File: src/rtl/iser_pkg.sv
package iser_pkg;
  localparam int unsigned BYTE_W = 8;
  typedef enum logic {
    FRAME_DATA_ONLY   = 1'b0,
    FRAME_WITH_STATUS = 1'b1
  } frame_kind_e;
endpackage

File: src/rtl/iser_crc.sv
module iser_crc #(
  parameter int unsigned          DATA_W = 8,
  parameter int unsigned          CRC_W  = 5,
  parameter logic [DATA_W-1:0]    POLY   = 8'hA8
) (
  input  logic [DATA_W-1:0] data,
  output logic [CRC_W-1:0]  crc
);
  // One unrolled division step per data bit, polynomial left-aligned.
  logic [DATA_W-1:0] stage [0:DATA_W];

  assign stage[0] = data;

  genvar gi;
  generate
    for (gi = 0; gi < DATA_W; gi++) begin : g_step
      always_comb begin
        if (stage[gi][DATA_W-1]) begin
          stage[gi+1] = {stage[gi][DATA_W-2:0], 1'b0} ^ POLY;
        end else begin
          stage[gi+1] = {stage[gi][DATA_W-2:0], 1'b0};
        end
      end
    end
  endgenerate

  assign crc = stage[DATA_W][DATA_W-1 -: CRC_W];

  // linear code, so an all-zero byte must give a zero remainder
  always_comb begin
    if (data == '0) begin
      a_r5_zero_crc: assert (crc == '0) else $error("R5 nonzero checksum of zero byte");
    end
  end
endmodule

File: src/rtl/iser_shifter.sv
module iser_shifter
  import iser_pkg::*;
#(
  parameter int unsigned FRAME_W = 16
) (
  input  logic               clk,
  input  logic               rst_n,
  input  logic               load,
  input  logic               shift,
  input  logic               long_in,
  input  logic [FRAME_W-1:0] frame_in,
  input  logic               ser_in,
  output logic               ser_out
);
  localparam int unsigned HALF_W = FRAME_W / 2;

  logic [FRAME_W-1:0] sr_q, sr_d;
  frame_kind_e        kind_q, kind_d;
  logic               en;

  assign en = load | shift;

  always_comb begin
    sr_d   = sr_q;
    kind_d = kind_q;
    if (load) begin
      sr_d   = frame_in;
      kind_d = long_in ? FRAME_WITH_STATUS : FRAME_DATA_ONLY;
    end else if (shift) begin
      sr_d = {sr_q[FRAME_W-2:0], ser_in};
    end
  end

  always_ff @(posedge clk or negedge rst_n) begin
    if (!rst_n) begin
      sr_q   <= '0;
      kind_q <= FRAME_DATA_ONLY;
    end else if (en) begin
      sr_q   <= sr_d;
      kind_q <= kind_d;
    end
  end

  // Tap point sets the frame length: the far end for long, mid-point for short.
  assign ser_out = (kind_q == FRAME_WITH_STATUS) ? sr_q[FRAME_W-1] : sr_q[HALF_W-1];

  a_r9_hold_when_idle: assert property (@(posedge clk) disable iff (!rst_n)
    (!load && !shift) |=> $stable(sr_q))
    else $error("R9 frame moved without load or shift");

  a_r11_mode_fixed: assert property (@(posedge clk) disable iff (!rst_n)
    !load |=> $stable(kind_q))
    else $error("R11 frame length changed between loads");

  a_r2_first_bit: assert property (@(posedge clk) disable iff (!rst_n)
    (load && long_in) |=> (ser_out == $past(frame_in[FRAME_W-1])))
    else $error("R2 first bit after load wrong");
endmodule

File: src/rtl/iser_monitor.sv
module iser_monitor (
  input  logic clk,
  input  logic rst_n,
  input  logic over_temp,
  input  logic uv_alarm_n,
  input  logic uv_warn_n,
  output logic fault
);
  logic fault_q, fault_d;

  always_comb begin
    fault_d = over_temp | ~uv_alarm_n | ~uv_warn_n;
  end

  always_ff @(posedge clk or negedge rst_n) begin
    if (!rst_n) begin
      fault_q <= 1'b0;
    end else begin
      fault_q <= fault_d;
    end
  end

  assign fault = fault_q;

  a_r10_fault_follow: assert property (@(posedge clk) disable iff (!rst_n)
    1'b1 |=> (fault == ($past(over_temp) | ~$past(uv_alarm_n) | ~$past(uv_warn_n))))
    else $error("R10 fault output mismatch");
endmodule

File: src/rtl/input_serializer.sv
module input_serializer
  import iser_pkg::*;
#(
  parameter int unsigned       IN_W     = BYTE_W,
  parameter int unsigned       CRC_W    = 5,
  parameter logic [IN_W-1:0]   CRC_POLY = 8'hA8
) (
  input  logic            clk,
  input  logic            rst_n,
  input  logic            cs_n,
  input  logic            shift_en,
  input  logic            mode_long,
  input  logic [IN_W-1:0] din,
  input  logic            over_temp,
  input  logic            uv_alarm_n,
  input  logic            uv_warn_n,
  input  logic            ser_in,
  output logic            ser_out,
  output logic            fault
);
  localparam int unsigned FRAME_W = 2 * IN_W;

  // Reset: asserted asynchronously, released after two clock edges.
  logic [1:0] rst_sync_q;
  logic       rst_int_n;

  always_ff @(posedge clk or negedge rst_n) begin
    if (!rst_n) begin
      rst_sync_q <= 2'b00;
    end else begin
      rst_sync_q <= {rst_sync_q[0], 1'b1};
    end
  end
  assign rst_int_n = rst_sync_q[1];

  // Chip-select edge detect.
  logic cs_q, cs_d;
  logic load, shift_go;

  always_comb begin
    cs_d = cs_n;
  end

  always_ff @(posedge clk or negedge rst_int_n) begin
    if (!rst_int_n) begin
      cs_q <= 1'b1;
    end else begin
      cs_q <= cs_d;
    end
  end

  assign load     = ~cs_n & cs_q;
  assign shift_go = shift_en & ~cs_n & ~load;

  // Status byte assembly.
  logic [CRC_W-1:0]   crc;
  logic [IN_W-1:0]    status;
  logic [FRAME_W-1:0] frame_in;

  iser_crc #(
    .DATA_W (IN_W),
    .CRC_W  (CRC_W),
    .POLY   (CRC_POLY)
  ) u_crc (
    .data (din),
    .crc  (crc)
  );

  assign status   = {crc, uv_alarm_n, over_temp, uv_warn_n};
  assign frame_in = mode_long ? {din, status} : {{IN_W{1'b0}}, din};

  iser_shifter #(
    .FRAME_W (FRAME_W)
  ) u_shift (
    .clk      (clk),
    .rst_n    (rst_int_n),
    .load     (load),
    .shift    (shift_go),
    .long_in  (mode_long),
    .frame_in (frame_in),
    .ser_in   (ser_in),
    .ser_out  (ser_out)
  );

  iser_monitor u_mon (
    .clk        (clk),
    .rst_n      (rst_int_n),
    .over_temp  (over_temp),
    .uv_alarm_n (uv_alarm_n),
    .uv_warn_n  (uv_warn_n),
    .fault      (fault)
  );
endmodule

File: config.mk
export PLATFORM = sky130hd
export DESIGN_NAME = input_serializer
export DESIGN_NICKNAME = d
export VERILOG_FILES = /design/src/rtl/iser_pkg.sv /design/src/rtl/iser_crc.sv /design/src/rtl/iser_shifter.sv /design/src/rtl/iser_monitor.sv /design/src/rtl/input_serializer.sv
export SDC_FILE = /design/constraint.sdc
export NUM_CORES = 1
export LEC_CHECK = 0
export ABC_AREA = 1
export BUFFER_PORTS_ARGS = -buffer_cell sky130_fd_sc_hd__buf_2
export CAP_MARGIN = 20
export CORE_MARGIN = 3
export CORE_UTILIZATION = 57
export CTS_CLUSTER_SIZE = 12
export DETAILED_ROUTE_END_ITERATION = 12
export PLACE_DENSITY = 0.78
export SYNTH_ARGS = -nofsm -noshare
export SYNTH_HDL_FRONTEND = slang
export SYNTH_HIERARCHICAL = 1
export SYNTH_SLANG_ARGS = --single-unit
File: constraint.sdc
create_clock -name clk -period 0.8 [get_ports clk]
set_input_delay 0 -clock clk [delete_from_list [all_inputs] [get_ports clk]]
set_output_delay 0 -clock clk [all_outputs]
set_load 0.005 [all_outputs]
---- Yosys cells after proc, flatten, opt, wreduce, memory -nomap -nowiden ----
Index checks and enable logic that the tools add are counted.
storage, ports and cells
  bits in registers ....................... 21
  input port bits ......................... 17
  output and inout bits ................... 2
  logic and storage cells ................. 39
cells by class
  multiplexer cells ....................... 13
  bitwise operators ....................... 18
  reductions and logical operators ........ 3
operator list
  cell                number
  $mux W8             8
  $mux W16            3
  $not A3 Y3          8
  $not A1 Y1          4
  $reduce_and A2 Y1   2
  $and A1 B1 Y1       3
  $or A1 B1 Y1        3
  $mux W1             2
  $reduce_bool A2 Y1  1

---- Logic depth before layout (Yosys ltp) ----
Gate-level depths: netlist of the first run.
  depth in word-level cells ............... 18
  gate-level depth with buffers ........... 16
  mapped depth without buffers ............ 16

---- Cells and area by module ----
Netlist of the first run, hierarchy kept.
by module, submodules not included
  module            instances  cells each  area each (um^2)  seq. area each (um^2)
  iser_shifter      1          95          789.5             425.4
  iser_crc          1          56          339.1             0.0
  input_serializer  1          52          284.0             76.3
  iser_monitor      1          3           38.8              25.0

---- Worst setup path before layout of the first run ----
No wires, ideal clock.
  kind .................................... register -> register
  from .................................... reg cs_q
  to ...................................... reg u_shift.sr_q[0]
  library setup time ...................... 0.124 ns
  arrival time ............................ 1.224 ns
  data required time ...................... 0.676 ns
  setup slack ............................. -0.548 ns
  stages on the path, launching flop included .. 8
  path buffers ............................ 2
  clock period less this slack ............ 1.348 ns
  cells stage by stage .................... dfstp_2 > inv_1 > nor2_1 > buf_6 > inv_2 > buf_6 > nand3_1 > nand3_1
on the way
  longest elaborated chain between the ends .. 5
  elaborated cells between the ends (all ways) .. 7
  classes of those cells .................. mux (1); bitwise (4); reduce/logical (2)
ends and longest elaborated chain
  what                                                                        line                    source
  start: declaration                                                          input_serializer.sv:37  logic cs_q, cs_d;
  start signal: assignment                                                    input_serializer.sv:48  cs_q <= cs_d;
  $and A1 B1 Y1 (*)                                                           input_serializer.sv:52  assign load = ~cs_n & cs_q;
  via load                                                                    input_serializer.sv:38  logic load, shift_go;
  $not A1 Y1                                                                  input_serializer.sv:53  assign shift_go = shift_en & ~cs_n & ~load;
  $and A1 B1 Y1                                                               input_serializer.sv:53
  $reduce_bool A2 Y1 (no source line) / $or A1 B1 Y1 (equally long branches)  n/a
  $reduce_and A2 Y1 (no source line)                                          n/a
  end signal: assignment                                                      iser_shifter.sv:39      sr_q <= sr_d;
  end: declaration                                                            iser_shifter.sv:17      logic [FRAME_W-1:0] sr_q, sr_d;
The timed path passes the listed nets; every way through them passes the cells marked *.
A chain may end at the register's enable or synchronous reset.

---- Final worst setup path of the first run ----
  from .................................... reg cs_q
  to ...................................... reg u_shift.sr_q[1]
The elaborated chain is that of the path after synthesis.

==> metrics.md, run 1 <==
| Metric | Value |
|---|---|
| Sw Ratio | 34.9% |
| Vias | 1440 |
| DRC Markers | 0 |
| Post-synth net total | 223 |
| Gr busiest metal | met2 |
| Met1 usage | 27.1% |
| Cell count after synthesis | 206 |
| CTS Buffer Depth | 2 |
| Slew Viols, Final | 0 |
| Post-Route Setup TNS | -7.03 ns |
| Synthesized area | 1450 µm² |
| Reg clk slew, reported paths | 0.13 ns |
| Largest net degree at the start of global routing | 20 |
| GR Overflow Total | 0 |
| Seq pwr share | 46.0% |
| RSZ-0062 raised after global routing | yes |
| Vias in the first global route | 1415 |
| Minimum setup slack among reg-to-reg paths | -0.43 ns |
| Routing usage on met2 | 42.4% |
| Cell-internal power | 1.83 mW |
| Synth Warn # | 6 |
| Detailed Route Iter0 Violations | 70 |
| Setup crit start | cs_q$_DFF_PN1_ |
| Total of max-cap violations | 0 |
| IO Port Bufs | 18 |
| Placeable core area | 2320 µm² |
| Initial antenna violation count | 0 |
| Synth-to-layout area growth | 29.8% |
| H-tree levels | 1 |
| Hold Vio Cnt, Final | 0 |
| Failing checks | setup timing |
| Cell area after layout | 1880 µm² |
| Final nets | between 200 and 300 |
| Initial core utilization | between 60% and 70% |
| Clock Latency Late Sink | 0.32 ns |
| Post-Syn Area per Cell | 7.05 µm² |
| Type of the worst setup path | flop to flop |
| Period minus WS final | approximately 1.2 ns |
| CP required | 1.00 ns |
| Pre-CTS WS | -0.695 ns |
| Placed Area | 1680 µm² |
| Worst Path Arrival | 1.43 ns |
| Fin worst setup slack | -0.427 ns |
| Synth cell types | 21 |
| M3 GR Usage | 5.06% |
| Startpoint Class | flop |
| Worst Skew | 0.0176 ns |
| RD Place Congestion | 0.832 |
| Sequential area share after synthesis | 36.3% |
| I/O pin cnt | 19 |
| Clock share of power | 18.7% |
| CTS tree | built |
| Die height | 56.5 µm |
| Row count | 17 |
| Diodes inserted | 0 |
| Post-DR vias/cell | 5.20 |
| Total track usage | 23.9% |
| TritonCTS buffer count | 3 |
| Post-DP HPWL | 2500 µm |
| Commonest non-fill, non-tap cell in the layout | nand2_1 |
| Worst r2r src | cs_q$_DFF_PN1_ |
| Die area | approximately 3200 µm² |
| DR WL/cell | 12.6 µm |
| First-pass GRT wire length | 5990 µm |
| CP Max Fanout | 8 |
| Hold WC Path Type | input pin to flop |
| Static Leak | 1.06 nW |
| Synthesized flop and latch total | 21 |
| Setup-failing EPs final | 19 |
| Setup crit end kind | flop |
| Share of cells above drive strength 1 | 32.9% |
| VDD IR max | 1.29 mV |
| Routed Antenna Nets | 0 |
| CTS sink cnt | 21 |
| Final cycle utilization of the critical path | 153% |
| PwrDens | 1500 nW/µm² |
| Status | finished, violations left |
| 1st-pass router iterations | 4 |
| F_max | 815 MHz |
| Most frequent cells in the layout | nand2_1 (80), nand3_1 (35), dfrtp_1 (20) |
| Comb pwr share | 35.3% |
| Routed Wire Length | 3490 µm |
| Clk root buf | clkbuf_4 |
| Psw | 0.985 mW |
| Die Width | 56.5 µm |
| Min-delay src | mode_long |
==> worst max-delay path: stages, from the launching register on <==
cell and delay, ns:
dfstp_2 0.57, inv_2 0.05, nor2_4 0.10, buf_12 0.15, nor2_4 0.07, nand2_1 0.10
nand3_2 0.06
==> power by group through the flow <==
stage          Clock (mW)  Combinational, mW  Sequential [mW]
2_1_floorplan           0              0.613             1.30
3_3_place_gp            0              0.849             1.30
3_5_place_dp            0              0.890             1.31
4_1_cts             0.528              0.942             1.29
5_1_grt             0.586               1.11             1.31
6_report            0.528              0.994             1.30
==> state kept, by name, indices dropped and copies added, names as in the netlist <==
name            flops
u_shift/sr_q       16
rst_sync_q          2
u_shift/kind_q      1
cs_q                1
u_mon/fault         1
==> per-layer routing <==
metal | wire length [µm] | up-vias | part of all wire, %
li1 | - | 720 | -
met1 | 1460 | 667 | 42
met2 | 1810 | 47 | 52
met3 | 158 | 6 | 4.5
met4 | 60 | 0 | 1.7
met5 | 0 | - | 0
==> path summary, 6_finish.rpt <==
kind / endpoint / cells after the start
worst max register to register: u_shift/sr_q[1]$_DFFE_PN0P_ / 6
worst min register to register: u_shift/sr_q[12]$_DFFE_PN0P_ / 1
max in group asynchronous: rst_sync_q[0]$_DFF_PN0_ / 3
worst min-delay path: u_shift/sr_q[7]$_DFFE_PN0P_ / 5
min in group asynchronous: u_shift/sr_q[12]$_DFFE_PN0P_ / 1
worst max-delay path: u_shift/sr_q[1]$_DFFE_PN0P_ / 6
==> synthesized netlist by cell type <==
cell,count,area (µm²)
nor2_1,2,7.51
inv_1,21,78.8
xnor2_1,1,8.76
o21ai_1,1,5.00
nand3_2,3,30.0
nand2_1,84,315
conb_1,1,3.75
xor2_1,3,26.3
nand3b_4,1,20.0
nand2_4,2,22.5
dfstp_2,1,26.3
xor2_2,3,48.8
nand2_2,8,50.1
buf_6,3,33.8
buf_4,1,7.51
buf_2,3,15.0
nor2_4,1,11.3
inv_2,4,15.0
nand3_1,42,210
buf_8,1,15.0
dfrtp_1,20,500
==> stage by stage <==
stage	instances	utilization [%]	power, mW	hold slack (ns)
floorplan	206	-	1.91	-0.296
global placement	263	72.6	2.15	-0.216
detailed placement	263	72.6	2.20	-0.213
CTS	277	78.4	2.76	0.108
global route	277	81.3	3.01	0.122
finish	277	81.3	2.82	0.119
==> cells by family (layout without fill, tap and decap cells) <==
| group | Yosys count | in the layout | share of synthesized area (%) |
|---|---|---|---|
| AOI/OAI and AO/OA | 1 | 1 | 0.344 |
| xor gates and xnor gates | 7 | 7 | 5.78 |
| buffers and inverters | 33 | 75 | 11.4 |
| DFF | 21 | 21 | 36.3 |
| other | 1 | 1 | 0.258 |
| and+or+nand+nor | 143 | 144 | 45.9 |
==> what timing repair did <==
action                                 CTS  global route
resized for setup                        6            17
hold buffers                             7             0
cloned                                   2             0
pin swaps                                1             3
setup endpoints to repair               19            19
setup buffers                            2             0
endpoints found under the hold margin    5             0
==> final cells by class <==
cell class	instances	area, µm²
Clock buffer	3	22.5
Clock inverter	1	5.00
Fill cell	162	434
Inverter	25	101
Multi-Input combinational cell	153	833
Sequential cell	21	527
Tap cell	28	35.0
Timing Repair Buffer	46	360
Power figures use the tool's default switching activity.
==> run 2, diff against run 1 <==
- CORE_MARGIN: 3 -> 1.5
==> run 2 against run 1 <==
Register-to-register slack lost 0.05 ns. Global-route usage grew 5.2 points. First-iteration DRC count down 43%. Sequential share of layout area shrank 1.7 points. Clock skew fell by 0.00064 ns. The run still ends with setup timing left.
==> metrics.md, run 2 (synthesized netlist as in run 1, its figures left out) <==
| Metric | Value |
|---|---|
| CP required | a little under 1 ns |
| Top Layer Used | met4 |
| IO Port Bufs | 18 |
| CP Max Fanout | 6 |
| R2R depth | 6 |
| RD Place Congestion | 0.818 |
| Type of the worst setup path | flop to flop |
| Hold WC Path Type | flop to asynchronous set/reset pin |
| Met3 WL post-DR | 178 µm |
| Diodes inserted | 0 |
| R2r endpoint | u_shift/sr_q[5]$_DFFE_PN0P_ |
| Post-DP HPWL | 2650 µm |
| Setup-failing EPs final | 19 |
| Max reg flops | 16 |
| Hold Vio Cnt, Final | 0 |
| CTS tree | built |
| WHS | 0.101 ns |
| Power Total | 2.95 mW |
| Cell area after layout | approximately 2000 µm² |
| Vias in the first global route | roughly 1400 |
| I/O pin cnt | 19 |
| Met1 wire length | 1540 µm |
| Routed Wire Length | 3970 µm |
| Initial antenna violation count | 0 |
| Routed Antenna Nets | 0 |
| Die area | 2860 µm² |
| Fin worst setup slack | -0.472 ns |
| Total of max-cap violations | 0 |
| Final nets | 270 |
| F_max | 786 MHz |
| Row count | 18 |
| Failing checks | setup timing |
| Worst Skew | between 0.015 and 0.02 ns |
| Synth-to-layout area growth | 38.4% |
| 1st-pass router iterations | 4 |
| Final cycle utilization of the critical path | 159% |
| Share of cells above drive strength 1 | 42.5% |
| Number of fill cells | 159 |
| Worst Path Arrival | 1.46 ns |
| Total track usage | a little under 30% |
| Reg clk slew, reported paths | 0.13 ns |
| Startpoint Class | flop |
| Static Leak | about 1.1 nW |
| VDD IR max | 0.934 mV |
| Die Width | 53.5 µm |
| Period minus WS final | 1.27 ns |
| First-pass GRT wire length | 6000 µm |
| H-tree levels | 1 |
| Initial core utilization | 59.7% |
| Clock Latency Late Sink | 0.31 ns |
| Minimum setup slack among reg-to-reg paths | -0.47 ns |
| Detailed Route Iter0 Violations | 40 |
| Post-DR vias/cell | 5.34 |
| Die height | ~53 µm |
| Most frequent cells in the layout | nand2_1 (65), nand3_1 (27), nand2_2 (21) |
| DRC Markers | 0 |
| TritonCTS buffer count | 3 |
| Placed Area | 1680 µm² |
| CTS Buffer Depth | 2 |
| Largest net degree at the start of global routing | 17 |
| Top reg by flops | u_shift/sr_q |
| Slew Viols, Final | 0 |
| Top flop regs | u_shift/sr_q x16, rst_sync_q x2 |
| Status | finished, violations left |
| Setup crit end kind | flop |
| Commonest non-fill, non-tap cell in the layout | nand2_1 |
| Worst r2r src | cs_q$_DFF_PN1_ |
| CTS sink cnt | 21 |
| Placeable core area | approximately 2400 µm² |
| PwrDens | around 1500 nW/µm² |
| DR WL/cell | between 10 and 15 µm |
| GR Overflow Total | 0 |
| Clk root buf | clkbuf_4 |
| RSZ-0062 raised after global routing | yes |
| Vias | 1506 |
| Met2 WL | 2160 µm |
==> run 2: report_power, final <==
group | total, mW | switching [mW] | leakage [nW] | internal, mW
clock | 0.515 | 0.329 | 0.0177 | 0.187
sequential | 1.33 | 0.119 | 0.261 | 1.21
combinational | 1.11 | 0.618 | 0.868 | 0.487
==> run 2: cell type report <==
| cell class | count | area (µm²) | share of cell area, % |
|---|---|---|---|
| flip-flops and latches | 21 | 527 | 26.2 |
| clock inverters | 1 | 5.00 | 0.249 |
| repair buffers | 50 | 378 | 18.8 |
| multi-input cells | 152 | 938 | 46.7 |
| inverters | 25 | 101 | 5.04 |
| well taps | 30 | 37.5 | 1.87 |
| clock buffers | 3 | 22.5 | 1.12 |
==> run 2: per-layer routing <==
| layer | vias up | GRT usage (%) |
|---|---|---|
| met3 | 15 | 3.39 |
| met1 | 710 | 33.1 |
| li1 | 723 | - |
| met4 | 0 | 8.97 |
| met5 | - | 0 |
| met2 | 58 | 55.3 |
==> run 2: worst max-delay path by stage <==
stage | startpoint | endpoint | depth (start not counted)
after global placement | din[7] | u_shift/sr_q[7]$_DFFE_PN0P_ | 17
final | cs_q$_DFF_PN1_ | u_shift/sr_q[5]$_DFFE_PN0P_ | 6
after global routing | cs_q$_DFF_PN1_ | u_shift/sr_q[6]$_DFFE_PN0P_ | 6
after floorplan | cs_q$_DFF_PN1_ | u_shift/sr_q[1]$_DFFE_PN0P_ | 7
after CTS | cs_q$_DFF_PN1_ | u_shift/sr_q[5]$_DFFE_PN0P_ | 6
after detailed placement | din[7] | u_shift/sr_q[7]$_DFFE_PN0P_ | 17
==> run 2: worst max-delay path, cell delays in order, from the launching register on <==
cell	delay (ns)
dfstp_2	0.56
inv_2	0.04
nor2_4	0.20
nor2_4	0.09
buf_6	0.16
nand2_2	0.06
nand3_2	0.05
==> run 2: timing repair <==
item / CTS / global route
setup buffers: 6 / 0
hold buffers: 7 / 1
pin swaps: 5 / 5
endpoints found under the hold margin: 5 / 1
setup endpoints to repair: 19 / 19
resized for setup: 23 / 33
==> run 2: through the flow <==
| step | setup slack [ns] | instances | TNS [ns] | utilization, % |
|---|---|---|---|---|
| floorplan | -0.436 | 206 | -6.44 | - |
| global placement | -0.591 | 266 | -7.25 | 69.1 |
| detailed placement | -0.707 | 266 | -8.04 | 69.1 |
| CTS | -0.411 | 281 | -6.99 | 77.3 |
| global route | -0.512 | 282 | -8.75 | 82.6 |
| finish | -0.472 | 282 | -7.86 | 82.6 |
